$ cat src/rtl/tsw_pkg.sv
package tsw_pkg;
   localparam int DWELL_W_DEF  = 8;
   localparam int PAT_W_DEF    = 16;
   localparam int NARROW_W_DEF = 12;
   localparam int TICK_DIV_DEF = 5;

   typedef enum logic {
      SEL_WIDE   = 1'b0,
      SEL_NARROW = 1'b1
   } port_sel_e;
endpackage

$ cat src/rtl/tsw_tick_gen.sv
module tsw_tick_gen #(
   parameter int TICK_DIV = 5
) (
   input  logic clk,
   input  logic rst,
   input  logic restart,
   output logic tick
);
   generate
      if (TICK_DIV == 1) begin : g_every_clock
         logic unused_inputs;
         assign unused_inputs = restart ^ rst ^ clk;
         assign tick = 1'b1;
      end else begin : g_divider
         localparam int DIV_W = $clog2(TICK_DIV);
         localparam logic [DIV_W-1:0] LAST = DIV_W'(TICK_DIV - 1);
         logic [DIV_W-1:0] phase;

         always_ff @(posedge clk) begin
            if (rst || restart)
               phase <= '0;
            else if (phase == LAST)
               phase <= '0;
            else
               phase <= phase + 1'b1;
         end

         assign tick = (phase == LAST);
      end
   endgenerate
endmodule

$ cat src/rtl/tsw_dwell_ctr.sv
module tsw_dwell_ctr #(
   parameter int DWELL_W = 8
) (
   input  logic               clk,
   input  logic               rst,
   input  logic               load,
   input  logic [DWELL_W-1:0] load_val,
   input  logic               tick,
   output logic               busy,
   output logic               last
);
   localparam logic [DWELL_W-1:0] TOP = '1;
   logic [DWELL_W-1:0] count;

   always_ff @(posedge clk) begin
      if (rst) begin
         busy  <= 1'b0;
         count <= '0;
      end else if (load) begin
         busy  <= 1'b1;
         count <= load_val;
      end else if (busy && tick) begin
         if (count == TOP)
            busy <= 1'b0;
         count <= count + 1'b1;
      end
   end

   assign last = busy && tick && (count == TOP);
endmodule

$ cat src/rtl/tsw_line_bank.sv
module tsw_line_bank
   import tsw_pkg::*;
#(
   parameter int WIDE_W   = 16,
   parameter int NARROW_W = 12
) (
   input  logic              clk,
   input  logic              rst,
   input  logic              wr_en,
   input  port_sel_e         sel,
   input  logic [WIDE_W-1:0] pattern,
   output logic [WIDE_W-1:0]   lines_wide,
   output logic [NARROW_W-1:0] lines_narrow
);
   always_ff @(posedge clk) begin
      if (rst)
         lines_wide <= '0;
      else if (wr_en && sel == SEL_WIDE)
         lines_wide <= pattern;
   end

   generate
      if (NARROW_W == WIDE_W) begin : g_full_narrow
         always_ff @(posedge clk) begin
            if (rst)
               lines_narrow <= '0;
            else if (wr_en && sel == SEL_NARROW)
               lines_narrow <= pattern;
         end
      end else begin : g_sliced_narrow
         always_ff @(posedge clk) begin
            if (rst)
               lines_narrow <= '0;
            else if (wr_en && sel == SEL_NARROW)
               lines_narrow <= pattern[NARROW_W-1:0];
         end
      end
   endgenerate
endmodule

$ cat src/rtl/tsw_sequencer.sv
module tsw_sequencer
   import tsw_pkg::*;
#(
   parameter int DWELL_W  = DWELL_W_DEF,
   parameter int WIDE_W   = PAT_W_DEF,
   parameter int NARROW_W = NARROW_W_DEF,
   parameter int TICK_DIV = TICK_DIV_DEF,
   localparam int WORD_W  = DWELL_W + WIDE_W
) (
   input  logic                clk,
   input  logic                rst,
   input  logic                wr_valid,
   input  logic                wr_port_b,
   input  logic [WORD_W-1:0]   wr_word,
   output logic                wr_ready,
   output logic [WIDE_W-1:0]   out_a,
   output logic [NARROW_W-1:0] out_b
);
   generate
      if (NARROW_W > WIDE_W || NARROW_W < 1) begin : g_bad_narrow
         $error("narrow port must be 1..WIDE_W lines");
      end
      if (TICK_DIV < 1) begin : g_bad_div
         $error("TICK_DIV must be at least 1");
      end
      if (DWELL_W < 1) begin : g_bad_dwell
         $error("DWELL_W must be at least 1");
      end
   endgenerate

   logic      accept;
   logic      tick;
   logic      busy;
   logic      last;
   port_sel_e sel;

   assign wr_ready = !busy || last;
   assign accept   = wr_valid && wr_ready;
   assign sel      = wr_port_b ? SEL_NARROW : SEL_WIDE;

   tsw_tick_gen #(.TICK_DIV(TICK_DIV)) u_tick (
      .clk     (clk),
      .rst     (rst),
      .restart (accept),
      .tick    (tick)
   );

   tsw_dwell_ctr #(.DWELL_W(DWELL_W)) u_dwell (
      .clk      (clk),
      .rst      (rst),
      .load     (accept),
      .load_val (wr_word[WORD_W-1 -: DWELL_W]),
      .tick     (tick),
      .busy     (busy),
      .last     (last)
   );

   tsw_line_bank #(.WIDE_W(WIDE_W), .NARROW_W(NARROW_W)) u_lines (
      .clk          (clk),
      .rst          (rst),
      .wr_en        (accept),
      .sel          (sel),
      .pattern      (wr_word[WIDE_W-1:0]),
      .lines_wide   (out_a),
      .lines_narrow (out_b)
   );
endmodule

$ cat config.mk
export PLATFORM = sky130hd
export DESIGN_NAME = tsw_sequencer
export DESIGN_NICKNAME = d
export VERILOG_FILES = /design/src/rtl/tsw_pkg.sv /design/src/rtl/tsw_tick_gen.sv /design/src/rtl/tsw_dwell_ctr.sv /design/src/rtl/tsw_line_bank.sv /design/src/rtl/tsw_sequencer.sv
export SDC_FILE = /design/constraint.sdc
export NUM_CORES = 1
export LEC_CHECK = 0
export BUFFER_PORTS_ARGS = -buffer_cell sky130_fd_sc_hd__clkbuf_2
export CAP_MARGIN = 40
export CORE_MARGIN = 2
export CORE_UTILIZATION = 45
export DETAILED_ROUTE_END_ITERATION = 7
export PLACE_DENSITY_LB_ADDON = 0.1
export SYNTH_ARGS = -nofsm -noshare
export SYNTH_HDL_FRONTEND = slang
export SYNTH_SLANG_ARGS = --single-unit
$ cat constraint.sdc
create_clock -name clk -period 1.85 [get_ports clk]
set_input_delay 0.555 -clock clk [delete_from_list [all_inputs] [get_ports clk]]
set_output_delay 0.555 -clock clk [all_outputs]
set_load 0.005 [all_outputs]
==> metrics.cfg, run 1 <==
[placement]
portBuffers=56
dp_cells=296
dp_hpwl_um=2967
placed_area_um2=2192
globalplace.congestion=0.8217

[timing]
setup_ws_ns=-0.1991
setup_viol=17
final-hold-violation-count=0
tightestPinTransition_ns=0.3588
rsz0062_at_grt=yes
finalCritPeriodShare=1.108
worst_slew_margin_rel=0.7608
hold_ws_ns=0.4592
drv_slew=0
clock.fmax_ghz=0.4880
fin_crit_ns=2.049
skew_ns=0.004320

[status]
violations=setup timing
status=complete, but fails checks

[synthesis]
yosysWarnings=0
synth_xor_area_frac=0.03037
yosys_most_used_dff=dfxtp_1
synth_edf_count=0
syn-num-nets=213
synth-seq-cells=40
async_reset_ff_frac=0
syn_inst=182
synthAdderAreaFrac=0.02169
synth_top_family_by_area=simple AND/OR/NAND/NOR gates
synth-compound-area-share=0.08966
muxShareOfSynthArea=0.1562
ys_seq_area_frac=0.4628
synth_cell_types=29
avgSynthCellArea_um2=9.508
syn_area_um2=1730
synth_simple_gate_area_frac=0.2017

[worst_setup_path]
cp-end-kind=output port
reg2reg_to=u_lines.lines_wide[15]
critical_path_peak_fanout=2
r2r_slack_ns=-0.10
worst-setup-path-type=reg2out
cp_data_arrival_time_ns=1.49
critPathLaunchType=register
rr_worst_depth=8
cp.required_ns=1.29
r2r-start=u_tick.g_divider.phase[0]

[die]
die_y_um=66.01
start_util=0.4691
num_io_pins=57
core_area_um2=3689
rows=22
die_area_um2=4357
die_x_um=66.01

[clock_tree]
cts_buffers=5
cts.clk_slew.worst_paths_ns=0.07
cts_max_level=2
clock-sinks=40
root_buffer=clkbuf_8
insertion_delay_ns=0.29
cts_tree=built
clockBufferDepth=2

[worst_hold_path]
hold_path.class=reg2reg
min_to=u_lines.lines_narrow[11]
whs_path_depth=2
min-delay-start=u_lines.lines_narrow[11]

[global_route]
grt_pass1_wl_um=6927
grt_max_degree=39
grt_use_total=0.2108
grt_overflow=0
grt_pass1_vias=1542
antenna_found_initial=0

[layout]
diodes=0
synthToLayoutAreaGrowth_pct=41.65
nets=291
fin_area_um2=2451
drive_gt1_frac=0.4100
final_cells=309

[power]
total_leakage_power_uw=0.001097
p_per_area_nw_per_um2=786.9
peakVddDrop_v=0.0005540

[routing]
drc_errors=0
via_per_inst=5.029
via_count=1554
drt-pass1-iter-count=4
wl_um=4180
antenna_left=0
drt_iter0_drc=43
post_drt_wl_per_cell_um=13.53

[flow_run]
maxCapViolCount=0

cells in the mapped netlist (2+ instances only):
cell | instances | share of area
dfxtp_1 | 40 | 0.46
xnor2_1 | 4 | 0.020
and4_1 | 2 | 0.010
mux2i_1 | 27 | 0.16
nand2_2 | 2 | 0.0072
nand2b_1 | 3 | 0.011
a21oi_1 | 9 | 0.026
ha_1 | 3 | 0.022
nand4_1 | 2 | 0.0072
a211oi_1 | 4 | 0.017
o21ai_0 | 4 | 0.012
nor2_1 | 2 | 0.0043
inv_1 | 3 | 0.0065
or3b_1 | 4 | 0.020
clkbuf_1 | 6 | 0.013
xor2_1 | 2 | 0.010
nand2_1 | 40 | 0.087
nor3_1 | 8 | 0.023
o31ai_1 | 4 | 0.017
nand3_1 | 4 | 0.012
power by group:
group / internal [uW] / switching (uW)
clock: 400 / 291
sequential: 908 / 29.3
combinational: 154 / 147
total: 1460 / 467
state kept, by name, indices dropped and copies added, names as in the netlist:
| register | cells |
|---|---|
| u_lines.lines_wide | 16 |
| u_dwell.busy | 1 |
| u_tick.g_divider.phase | 3 |
| u_dwell.count | 8 |
| u_lines.lines_narrow | 12 |
cell usage in the layout (no fill, tap or decap), drive strengths merged, types with 6 or more instances in the layout:
master and count:
mux2i 27, nor3 8, a21oi 9, nand3 6, buf 22, dfxtp 40
clkbuf 62, nand2 42
critical path: stages, from the launching register on:
cell and delay, ns:
dfxtp_2 0.33, inv_2 0.07, ha_4 0.14, nand2_4 0.05, o41a_4 0.48, clkinv_4 0.06
buf_6 0.08
cell families after synthesis:
| logic type | Yosys count |
|---|---|
| adder cells (fa/ha/maj) | 3 |
| flip-flops | 40 |
| AND/OR/NAND/NOR | 70 |
| multiplexers | 27 |
| XOR/XNOR | 6 |
| buffers and inverters | 13 |
| AO/OA/AOI/OAI | 23 |
metal layers:
metal | vias to the layer above | global-route usage | routed length [um]
li1 | 791 | - | -
met1 | 724 | 0.2325 | 1706
met2 | 34 | 0.3876 | 2218
met3 | 5 | 0.05792 | 205
met4 | 0 | 0.06888 | 49
met5 | - | 0 | 0
area by class of cell:
class / instances / area (um2)
repair buffers: 78 / 498.0
flip-flops and latches: 40 / 805.8
inverters: 5 / 23.77
well taps: 48 / 60.06
clock inverters: 2 / 35.03
fillers: 304 / 1237
clock buffers: 6 / 72.57
multi-input cells: 130 / 955.9
what timing repair did:
action	4_1_cts	5_1_grt
setup buffers	2	1
hold buffers	0	0
endpoints found under the setup margin	32	32
endpoints found under the hold margin	0	0
cloned	2	0
pin swaps	3	4
gates resized for setup	7	18
metrics by stage:
step	power [uW]	setup slack (ns)	util	TNS (ns)
floorplan	1088	0.0007568	-	0
global placement	1201	0.004354	0.5943	0
detailed placement	1212	-0.06860	0.5943	-0.8048
CTS	1922	-0.2397	0.6452	-1.705
global route	2026	-0.2490	0.6645	-2.451
finish	1929	-0.1991	0.6645	-1.206
worst max-delay path by stage:
stage | from | end | slack [ns] | cells past startpoint
6_report | u_tick.g_divider.phase[0] | wr_ready | -0.20 | 6
5_1_grt | u_tick.g_divider.phase[0] | wr_ready | -0.25 | 6
2_1_floorplan | u_tick.g_divider.phase[0] | wr_ready | 0.0008 | 5
4_1_cts | u_dwell.count[1] | wr_ready | -0.24 | 5
3_5_place_dp | u_tick.g_divider.phase[0] | u_lines.lines_wide[15] | -0.07 | 7
3_3_place_gp | u_tick.g_divider.phase[0] | wr_ready | 0.004 | 6
(Power assumes the default switching activity.)
==> run 2: changes to the inputs <==
--- a/config.mk
+++ b/config.mk
@@ -8,7 +8,8 @@
 export BUFFER_PORTS_ARGS = -buffer_cell sky130_fd_sc_hd__clkbuf_2
 export CAP_MARGIN = 40
 export CORE_MARGIN = 2
-export CORE_UTILIZATION = 45
+export CORE_UTILIZATION = 47
+export CTS_BUF_LIST = sky130_fd_sc_hd__clkbuf_2 sky130_fd_sc_hd__clkbuf_4 sky130_fd_sc_hd__clkbuf_8
 export DETAILED_ROUTE_END_ITERATION = 7
 export PLACE_DENSITY_LB_ADDON = 0.1
 export SYNTH_ARGS = -nofsm -noshare
==> run 2 against run 1 <==
Effect of this change: the flow still finishes with violations (setup timing); die area down 4.0%; clock-buffer cell count shrank 1; via count increased by 1.5%; flip-flop and latch count is the same; hold slack improved by 0.0017 ns; power is 5.4% lower; largest power group unchanged.
==> metrics.cfg, run 2 (synthesized netlist as in run 1, its figures left out) <==
[global_route]
grt_use_total=0.2132
grt_overflow=0
grt_max_degree=31
met1_usage=0.2492
antenna_found_initial=0
grt_pass1_vias=1454
top_usage_layer=met2
use_met2=0.3529
grt_use_met3=0.07292
grt_pass1_wl_um=6651

[timing]
skew_ns=0.008903
setup_ws_ns=-0.1985
worst_slew_margin_rel=0.7370
clock.fmax_ghz=0.4882
final-hold-violation-count=0
drv_slew=0
tightestPinTransition_ns=0.3944
setup_viol=18
fin_crit_ns=2.049
hold_ws_ns=0.4608
rsz0062_at_grt=yes
finalCritPeriodShare=1.107

[layout]
final_common_cell=clkbuf_2
drive_gt1_frac=0.4457
top_register=u_lines.lines_wide
largestRegisters=u_lines.lines_wide: 16 flops, u_lines.lines_narrow: 12 flops, u_dwell.count: 8 flops
multiInputGateArea_um2=1001
synthToLayoutAreaGrowth_pct=46.20
seqCellArea_um2=805.8
largest_reg_flops=16
diodes=0
fin_area_um2=2530
num-fill-cells=279
final_cell_mix=clkbuf_2, nand2_1, dfxtp_1
nets=298

[worst_setup_path]
critical_path_peak_fanout=2
cp-end-kind=output port
critPathLaunchType=register
cp.required_ns=1.29
worst-setup-path-type=reg2out
cp_data_arrival_time_ns=1.49

[clock_tree]
cts.clk_slew.worst_paths_ns=0.08
cts_tree=built
root_buffer=clkbuf_8
cts_hold_buffers=0
insertion_delay_ns=0.30
clockBufferDepth=2
cts_max_level=2
clock-sinks=40
cts_buffers=5

[die]
die_y_um=64.68
die_area_um2=4183
start_util=0.4799
rows=22
num_io_pins=57
die_x_um=64.68
core_area_um2=3606

[power]
p_per_area_nw_per_um2=721.2
total_leakage_power_uw=0.001123
totalPowerFinal_uw=1825
peakVddDrop_v=0.0004084

[flow_run]
maxCapViolCount=0

[placement]
placed_area_um2=2200
dp_slack_ns=-0.05395
portBuffers=56
globalplace.congestion=0.7842
dp_hpwl_um=2758

[status]
status=complete, but fails checks
violations=setup timing

[routing]
drt_iter0_drc=60
via_per_inst=5.006
antenna_left=0
drc_errors=0
post_drt_wl_per_cell_um=13.36
wl_um=4209
via_count=1577
drt-pass1-iter-count=4

[worst_hold_path]
hold_path.class=reg2reg

==> run 2: changes by cell type in the layout (fill, tap and decap cells not counted), moves of 2 or more <==
cell     previous run  this run
o31ai_4             0         4
nor3_1              8         5
o31ai_1             2         0
buf_4              18        24
o31ai_2             2         0
nor3_2              0         3
==> run 2: stage by stage <==
| stage | util | cells | TNS (ns) |
|---|---|---|---|
| after floorplan | - | 182 | 0 |
| after global placement | 0.6100 | 297 | -0.04649 |
| after detailed placement | 0.6100 | 297 | -0.3005 |
| after global routing | 0.7016 | 315 | -4.048 |
| after CTS | 0.6513 | 309 | -0.7102 |
| final | 0.7016 | 315 | -2.767 |
==> run 2: area by class of cell <==
cell class              count  area share
clock buffers               5     0.02720
inverters                   5    0.009397
well taps                  48     0.02374
clock inverters             2    0.004946
repair buffers             85      0.2206
flip-flops and latches     40      0.3185
multi-input cells         130      0.3956
==> run 2: power by group <==
| part | switching, uW | internal (uW) | total (uW) | leakage [uW] |
|---|---|---|---|---|
| Sequential | 28.4 | 908 | 936 | 0.000329 |
| Combinational | 158 | 169 | 327 | 0.000754 |
| Clock | 306 | 255 | 561 | 0.0000400 |
| Total | 492 | 1330 | 1820 | 0.00112 |
==> run 2: path summary, 6_finish.rpt <==
path	startpoint	slack [ns]	endpoint	cells after the start
min	u_lines.lines_wide[0]	0.46	u_lines.lines_wide[0]	2
min reg2reg	u_lines.lines_wide[0]	0.46	u_lines.lines_wide[0]	2
max reg2reg	u_tick.g_divider.phase[0]	-0.19	u_lines.lines_wide[12]	9
max	u_tick.g_divider.phase[0]	-0.20	wr_ready	6
==> run 2: worst max-delay path, cell delays in order, from the launching register on <==
cell and delay, ns:
dfxtp_2 0.33, inv_2 0.07, ha_4 0.13, nand2_2 0.05
o41a_4 0.48, clkinv_4 0.06, buf_6 0.08
==> run 2: metal layers <==
| layer | vias up | share of wire |
|---|---|---|
| met5 | - | 0 |
| met1 | 732 | 0.44 |
| met3 | 6 | 0.048 |
| met2 | 37 | 0.49 |
| li1 | 802 | - |
| met4 | 0 | 0.019 |
==> run 2: what timing repair did <==
action / CTS / global route
setup buffers: 4 / 5
cloned: 1 / 1
pin swaps: 2 / 9
resized for setup: 6 / 26
setup endpoints to repair: 17 / 35
